--- config.mk ---
export PLATFORM = sky130hd
export DESIGN_NAME = vp_run_ctrl
export DESIGN_NICKNAME = d
export VERILOG_FILES = /design/src/rtl/vpc_pkg.sv /design/src/rtl/vpc_decode.sv /design/src/rtl/vpc_state.sv /design/src/rtl/vpc_readback.sv /design/src/rtl/vp_run_ctrl.sv
export SDC_FILE = /design/constraint.sdc
export NUM_CORES = 1
export LEC_CHECK = 0
export ABC_CLOCK_PERIOD_IN_PS = 800
export CORE_ASPECT_RATIO = 1.4
export CORE_MARGIN = 5
export CORE_UTILIZATION = 17
export CTS_BUF_LIST = sky130_fd_sc_hd__clkbuf_2
export DETAILED_ROUTE_END_ITERATION = 8
export PLACE_DENSITY_LB_ADDON = 0.08
export SYNTH_ARGS = -nofsm -noshare
export SYNTH_HDL_FRONTEND = slang
export SYNTH_HIERARCHICAL = 1
export SYNTH_SLANG_ARGS = --single-unit
--- constraint.sdc ---
create_clock -name clk -period 0.8 [get_ports clk]
set_input_delay 0.16 -clock clk [delete_from_list [all_inputs] [get_ports clk]]
set_output_delay 0.16 -clock clk [all_outputs]
set_load 0.01 [all_outputs]
--- src/rtl/vpc_pkg.sv ---
package vpc_pkg;
  // Decoded access for one bus cycle
  typedef struct packed {
    logic go_wr;    // write to start register
    logic halt_wr;  // write to halt register
    logic stat_rd;  // read of status register
    logic any_rd;   // any read
  } vpc_op_t;

  localparam int unsigned DATA_W = 64;
endpackage

--- src/rtl/vpc_decode.sv ---
module vpc_decode
  import vpc_pkg::*;
#(
  parameter int unsigned ADDR_W = 16,
  parameter logic [ADDR_W-1:0] LOCAL_BASE  = 'h2000,
  parameter logic [ADDR_W-1:0] REMOTE_BASE = 'h4000,
  parameter logic [ADDR_W-1:0] GO_OFS   = 'h0028,
  parameter logic [ADDR_W-1:0] HALT_OFS = 'h0030,
  parameter logic [ADDR_W-1:0] STAT_OFS = 'h0038
) (
  input  logic              vld,
  input  logic              wr,
  input  logic [ADDR_W-1:0] addr,
  output vpc_op_t           op
);
  localparam int unsigned NWIN = 2;
  localparam logic [NWIN-1:0][ADDR_W-1:0] BASES = {REMOTE_BASE, LOCAL_BASE};

  logic [NWIN-1:0] hit_go, hit_halt, hit_stat;

  for (genvar w = 0; w < NWIN; w++) begin : g_win
    assign hit_go[w]   = (addr == BASES[w] + GO_OFS);
    assign hit_halt[w] = (addr == BASES[w] + HALT_OFS);
    assign hit_stat[w] = (addr == BASES[w] + STAT_OFS);
  end

  always_comb begin
    op.go_wr   = vld &  wr & (|hit_go);
    op.halt_wr = vld &  wr & (|hit_halt);
    op.stat_rd = vld & ~wr & (|hit_stat);
    op.any_rd  = vld & ~wr;
  end
endmodule

--- src/rtl/vpc_state.sv ---
module vpc_state #(
  parameter int unsigned NUM_VP = 1,
  parameter logic [63:0] BOOT_MASK = 64'h1
) (
  input  logic              clk,
  input  logic              rst_n,
  input  logic              go_wr,
  input  logic              halt_wr,
  input  logic [NUM_VP-1:0] wmask,
  input  logic [NUM_VP-1:0] ack,
  output logic [NUM_VP-1:0] running,
  output logic [NUM_VP-1:0] start_q,
  output logic [NUM_VP-1:0] halt_q
);
  logic boot_q;

  always_ff @(posedge clk or negedge rst_n) begin
    if (!rst_n) boot_q <= 1'b1;
    else        boot_q <= 1'b0;
  end

  for (genvar i = 0; i < NUM_VP; i++) begin : g_vp
    always_ff @(posedge clk or negedge rst_n) begin
      if (!rst_n) begin
        running[i] <= 1'b0;
        start_q[i] <= 1'b0;
        halt_q[i]  <= 1'b0;
      end else begin
        start_q[i] <= (boot_q & BOOT_MASK[i]) | (go_wr & wmask[i] & ~running[i]);
        halt_q[i]  <= halt_wr & wmask[i] & running[i];
        if (halt_wr & wmask[i]) running[i] <= 1'b0;   // halt beats ack
        else if (ack[i])        running[i] <= 1'b1;
      end
    end

    // status only rises on an acknowledge
    p_rise_by_ack_r4: assert property (@(posedge clk) disable iff (!rst_n)
      $rose(running[i]) |-> $past(ack[i]));
    // start never goes to a VP that was running
    p_start_idle_r3: assert property (@(posedge clk) disable iff (!rst_n)
      start_q[i] |-> !$past(running[i]));
    // a halt pulse is seen with the status already cleared
    p_halt_clears_r5: assert property (@(posedge clk) disable iff (!rst_n)
      halt_q[i] |-> !running[i]);
  end
endmodule

--- src/rtl/vpc_readback.sv ---
module vpc_readback
  import vpc_pkg::*;
#(
  parameter int unsigned NUM_VP = 1
) (
  input  logic              clk,
  input  logic              rst_n,
  input  vpc_op_t           op,
  input  logic [NUM_VP-1:0] running,
  output logic [DATA_W-1:0] rdata,
  output logic              rvld
);
  always_ff @(posedge clk or negedge rst_n) begin
    if (!rst_n) begin
      rdata <= '0;
      rvld  <= 1'b0;
    end else begin
      rvld  <= op.any_rd;
      rdata <= op.stat_rd ? DATA_W'(running) : '0;
    end
  end

  // read-valid only follows a read
  p_rvld_after_read_r9: assert property (@(posedge clk) disable iff (!rst_n)
    rvld |-> $past(op.any_rd));
  // data is quiet outside read-valid
  p_quiet_data_r9: assert property (@(posedge clk) disable iff (!rst_n)
    !rvld |-> (rdata == '0));
endmodule

--- src/rtl/vp_run_ctrl.sv ---
module vp_run_ctrl
  import vpc_pkg::*;
#(
  parameter int unsigned NUM_VP = 1,
  parameter logic [63:0] BOOT_MASK = 64'h1,
  parameter int unsigned ADDR_W = 16,
  parameter logic [ADDR_W-1:0] LOCAL_BASE  = 'h2000,
  parameter logic [ADDR_W-1:0] REMOTE_BASE = 'h4000,
  parameter logic [ADDR_W-1:0] GO_OFS   = 'h0028,
  parameter logic [ADDR_W-1:0] HALT_OFS = 'h0030,
  parameter logic [ADDR_W-1:0] STAT_OFS = 'h0038
) (
  input  logic              clk,
  input  logic              rst_n,
  input  logic              bus_vld,
  input  logic              bus_wr,
  input  logic [ADDR_W-1:0] bus_addr,
  input  logic [63:0]       bus_wdata,
  output logic [63:0]       bus_rdata,
  output logic              bus_rvld,
  output logic [NUM_VP-1:0] vp_start_req,
  output logic [NUM_VP-1:0] vp_halt_req,
  input  logic [NUM_VP-1:0] vp_start_ack
);
  localparam logic [63:0] VP_MASK =
    (NUM_VP >= 64) ? {64{1'b1}} : ((64'd1 << NUM_VP) - 64'd1);

  // boot set must fit the configured VP count
  initial begin
    p_boot_cfg_r10: assert ((BOOT_MASK & ~VP_MASK) == 64'd0)
      else $fatal(1, "BOOT_MASK has bits beyond NUM_VP");
  end

  vpc_op_t           op;
  logic [63:0]       wdata_m;
  logic [NUM_VP-1:0] running;

  assign wdata_m = bus_wdata & VP_MASK;   // masking

  vpc_decode #(
    .ADDR_W(ADDR_W), .LOCAL_BASE(LOCAL_BASE), .REMOTE_BASE(REMOTE_BASE),
    .GO_OFS(GO_OFS), .HALT_OFS(HALT_OFS), .STAT_OFS(STAT_OFS)
  ) u_dec (
    .vld(bus_vld), .wr(bus_wr), .addr(bus_addr), .op(op)
  );

  vpc_state #(.NUM_VP(NUM_VP), .BOOT_MASK(BOOT_MASK)) u_state (
    .clk(clk), .rst_n(rst_n),
    .go_wr(op.go_wr), .halt_wr(op.halt_wr),
    .wmask(wdata_m[NUM_VP-1:0]), .ack(vp_start_ack),
    .running(running), .start_q(vp_start_req), .halt_q(vp_halt_req)
  );

  vpc_readback #(.NUM_VP(NUM_VP)) u_rb (
    .clk(clk), .rst_n(rst_n), .op(op), .running(running),
    .rdata(bus_rdata), .rvld(bus_rvld)
  );

  // bits above the VP count never read back as one
  p_hi_zero_r7: assert property (@(posedge clk) disable iff (!rst_n)
    (bus_rdata & ~VP_MASK) == 64'd0);
endmodule

After elaboration in Yosys (flattened, before gate mapping)
Index checks and enable logic that the tools add are counted.

storage, ports and cells
  register bits = 69
  logic and storage cells = 31
  input port bits = 85
  output and inout port bits = 67

cells by class
  reduce and logical (&&, ||, !) cells = 4
  eq/ne operators = 6
  bitwise operators = 12
  multiplexer cells = 3

operators by type and width
  kind                                                    count
  equality test 16 x 14 -> 1 bit (second input constant)  3
  equality test 16 x 15 -> 1 bit (second input constant)  3
  AND 1 bit                                               9
  OR reduction 2 bit                                      3
  2-to-1 mux 1 bit                                        3
  inverter 1 bit                                          2
  nonzero test 2 bit                                      1
  OR 1 bit                                                1

Logic depth before layout (Yosys ltp)
Gate-level depths: netlist (run 1).

  depth in word-level cells = 6
  mapped depth = 5
  gate-level depth less buffers = 5

Hierarchy
The synthesis (run 1) kept the hierarchy.

modules (own cells, without submodules)
  module        area each (sq um)  cells an instance  sequential area each (sq um)  instances
  vpc_readback  533.0              67                 50.0                          1
  vpc_state     132.6              10                 101.3                         1
  vpc_decode    87.6               14                 0.0                           1

Worst setup path after synthesis (run 1)
OpenSTA, ideal clock, no wires.

  path type = input-to-reg
  start point = input port bus_addr[6]
  end point = register u_state.halt_q
  data arrival time = 0.994 ns
  cell stages on the path = 4
  buffers on the path = 0
  path slack = -0.260 ns
  setup time = 0.066 ns
  required time = 0.734 ns
  cells stage by stage = nor4_2 -> nand3_1 -> nor4_1 -> and3_2

RTL lines
  item                           RTL line           RTL
  start, declared                vp_run_ctrl.sv:17  input logic [ADDR_W-1:0] bus_addr,
  end signal, assigned by index  vpc_state.sv:30    halt_q[i] <= halt_wr & wmask[i] & running[i];
  end, declared                  vpc_state.sv:13    output logic [NUM_VP-1:0] halt_q

==> summary.txt, run 1 <==
Status: finished with violations
Violated checks: negative setup slack
Clock power share: 28.9%
Sw Pwr: 0.000316 W
Highest metal used: met3
Yosys cell types: 17
Clock sinks: 6
CP max-delay cell: and4bb_2
Post-CTS repair timing setup buffer count: 0
Max Cap Violations: 0
Clk buf depth: 2
Crit. End Element: flip-flop
Final Non-Filler Cells: 179
Reg2reg start: u_state/boot_q$_DFF_PN1_
Setup CP Type: in -> reg
Count leader, synth: buf_4
Antenna Cells: 0
Worst Path Arrival: 1.12 ns
Sw Ratio: 37.5%
Most used DFF post-synth: dfrtp_1
FFs w/ async S/R, synth: 100%
Row cnt: 28
Max Freq: 1060 MHz
Largest area contributor in the netlist: buf_4
Routed WL: 1.69 mm
I/O pin count: 152
Largest net degree at the start of global routing: 7
Clk slew on worst S/H paths: 0.07 ns
Via/cell ratio: 2.66
Met2 routed WL: 795 um
Initial antenna violation count: 0
H-tree levels: 1
First-pass GRT wire length: 2.25 mm
Min Tclk post-route: 0.946 ns
CP Max Fanout: 3
Clk_lat worst skew: 0.22 ns
Synth top area share: 62.8%
Area contributors post-synth: buf_4 (63%), dfrtp_1 (17%), dfstp_2 (3.5%)
Layout Area Growth over Synthesis: 18.1%
Final period utilization: 118%
Core area: 4270 um^2
Clk_skew: 0.0131 ns
Total GRT Usage: 5.08%
Register area share after synthesis: 20.1%
Sequential Power Share: 37.5%
Grt ovf: 0
Placed Area: 845 um^2
WP data required: 0.97 ns
Port Buffers: 25
Critical path cell sequence: buf_6 -> and4bb_2 -> nand2_4 -> nor4_4 -> and3_4
Placed wire-length estimate: 1.52 mm
Worst path max stage delay: 0.31 ns
Critical path startpoint category: input port
Avg WL per Cell: 9.44 um
DRC: 0
Syn avg cell area: 8.28 um^2
1st-iter DRT viols: 14
Final hold violation count: 0
Post-route cell area: 890 um^2
Final Setup Violations: 8
Initial Utilization: 17.6%
Layout Nets: 205
Synth warn: 6
Layout cells sized above 1: 25.2%
Max-slew violations: 0
Synthesized area: 753 um^2
Comb power frac: 33.6%
Dpl cells: 175
Detail Route Antenna Nets: 0
Die width: 66.3 um
Root Driver: clkbuf_2
R2R cell count: 1
WHS: 0.162 ns
Hold_sp: bus_vld
DR vias: 476
CTS tree: yes
WL met3: 242 um
RSZ-0062 raised after global routing: yes
DRT met1 WL: 652 um
R2r endpoint: u_state/start_q$_DFF_PN0_
Commonest cells in the netlist: buf_4 (63), dfrtp_1 (5), nand2_1 (5)
Slack of the critical path: -0.146 ns
Leakage: 0.479 nW
Synthesized flop and latch total: 6
Cells after synthesis: 91
Filler cells: 520
Max IR drop VDD: 0.219 mV
Die H: 88.8 um
Area of the die: 5880 um^2
End of the worst hold path: u_rb/rvld$_DFF_PN0_
Reg2reg setup slack: 0.13 ns
Hold WC Path Type: in -> reg
Hold depth: 2
Clock buffer count from CTS: 3
P per Cell Area: 947 nW/um^2
Number of flops mapped to enable cells by yosys: 0
Vias in the first global route: 491
GP Congestion: 0.595
Pint: 0.000527 W
Iteration count of the initial detailed-routing pass: 4
==> critical path: cells and delay by family <==
kind                   cells  cell delay (ns)
and+or+nand+nor            4             0.87
buffers and inverters      1             0.09
==> routing by layer <==
layer  vias up  global-route usage (%)
met2        50                    7.86
met5         -                       0
met3         0                    2.67
li1        217                       -
met1       209                    6.25
met4         0                    1.11
==> state kept, by name, indices dropped and copies added, names as in the netlist <==
| signal | count |
|---|---|
| u_rb/rdata | 1 |
| u_rb/rvld | 1 |
| u_state/boot_q | 1 |
| u_state/halt_q | 1 |
| u_state/running | 1 |
| u_state/start_q | 1 |
==> per-stage QoR <==
step	util, %	total power [W]	TNS, ns	setup slack, ns
2_1_floorplan	-	0.000698	-0.777	-0.233
3_3_place_gp	19.8	0.000603	-4.00	-0.810
3_5_place_dp	19.8	0.000601	-3.90	-0.770
4_1_cts	20.3	0.000841	-0.770	-0.125
5_1_grt	20.8	0.000907	-1.10	-0.194
6_report	20.8	0.000843	-0.766	-0.146
==> worst max-delay path by stage <==
| stage | endpoint | slack (ns) | cells after the start | start |
|---|---|---|---|---|
| detailed placement | u_state/halt_q$_DFF_PN0_ | -0.77 | 5 | bus_addr[15] |
| CTS | u_state/halt_q$_DFF_PN0_ | -0.12 | 5 | bus_addr[2] |
| floorplan | u_state/halt_q$_DFF_PN0_ | -0.23 | 4 | bus_addr[6] |
| finish | u_state/halt_q$_DFF_PN0_ | -0.15 | 5 | bus_addr[7] |
| global route | u_state/start_q$_DFF_PN0_ | -0.19 | 6 | bus_addr[7] |
| global placement | u_rb/rdata[0]$_DFF_PN0_ | -0.81 | 5 | bus_addr[15] |
==> final cells by class <==
| type | count | area [um^2] | area share, % |
|---|---|---|---|
| Multi-Input combinational cell | 84 | 437 | 49.1 |
| Sequential cell | 6 | 151 | 17.0 |
| Timing Repair Buffer | 25 | 206 | 23.2 |
| Clock buffer | 4 | 20.0 | 2.25 |
| Tap cell | 60 | 75.1 | 8.44 |
==> power by group through the flow <==
| stage | logic, W | clock network (W) | registers, W |
|---|---|---|---|
| after floorplan | 0.000375 | 0 | 0.000323 |
| after global placement | 0.000283 | 0 | 0.000321 |
| after detailed placement | 0.000280 | 0 | 0.000321 |
| after CTS | 0.000265 | 0.000260 | 0.000315 |
| after global routing | 0.000316 | 0.000274 | 0.000316 |
| final | 0.000283 | 0.000243 | 0.000316 |
==> layout by cell type, fill, tap and decap left out, drive strengths merged, types with 2 or more instances in the layout <==
master,instances
buf,14
dfrtp,5
nand2,5
clkbuf,5
nor2,2
conb,64
dlygate4sd2,5
clkdlybuf4s50,3
clkdlybuf4s15,2
nor4,4
==> kinds of logic after synthesis <==
group	after synthesis	synth area share [%]
xor gates and xnor gates	1	1.16
and+or+nand+nor	17	13.3
buffers and inverters	63	62.8
other	2	0.997
DFF	6	20.1
AOI/OAI and AO/OA	2	1.66
==> what timing repair did <==
action                     in CTS  in global routing
pin swaps                      14                  2
hold buffers                    0                  0
resized for setup              76                  6
setup endpoints to repair       8                  8
Power figures use the tool's default switching activity.
==> run 2: changes to the inputs <==
--- a/config.mk
+++ b/config.mk
@@ -6,6 +6,7 @@
 export NUM_CORES = 1
 export LEC_CHECK = 0
 export ABC_CLOCK_PERIOD_IN_PS = 800
+export CAP_MARGIN = 10
 export CORE_ASPECT_RATIO = 1.4
 export CORE_MARGIN = 5
 export CORE_UTILIZATION = 17
==> results of run 2 <==
The final DEF is identical to that of run 1; final timing and power are the same.
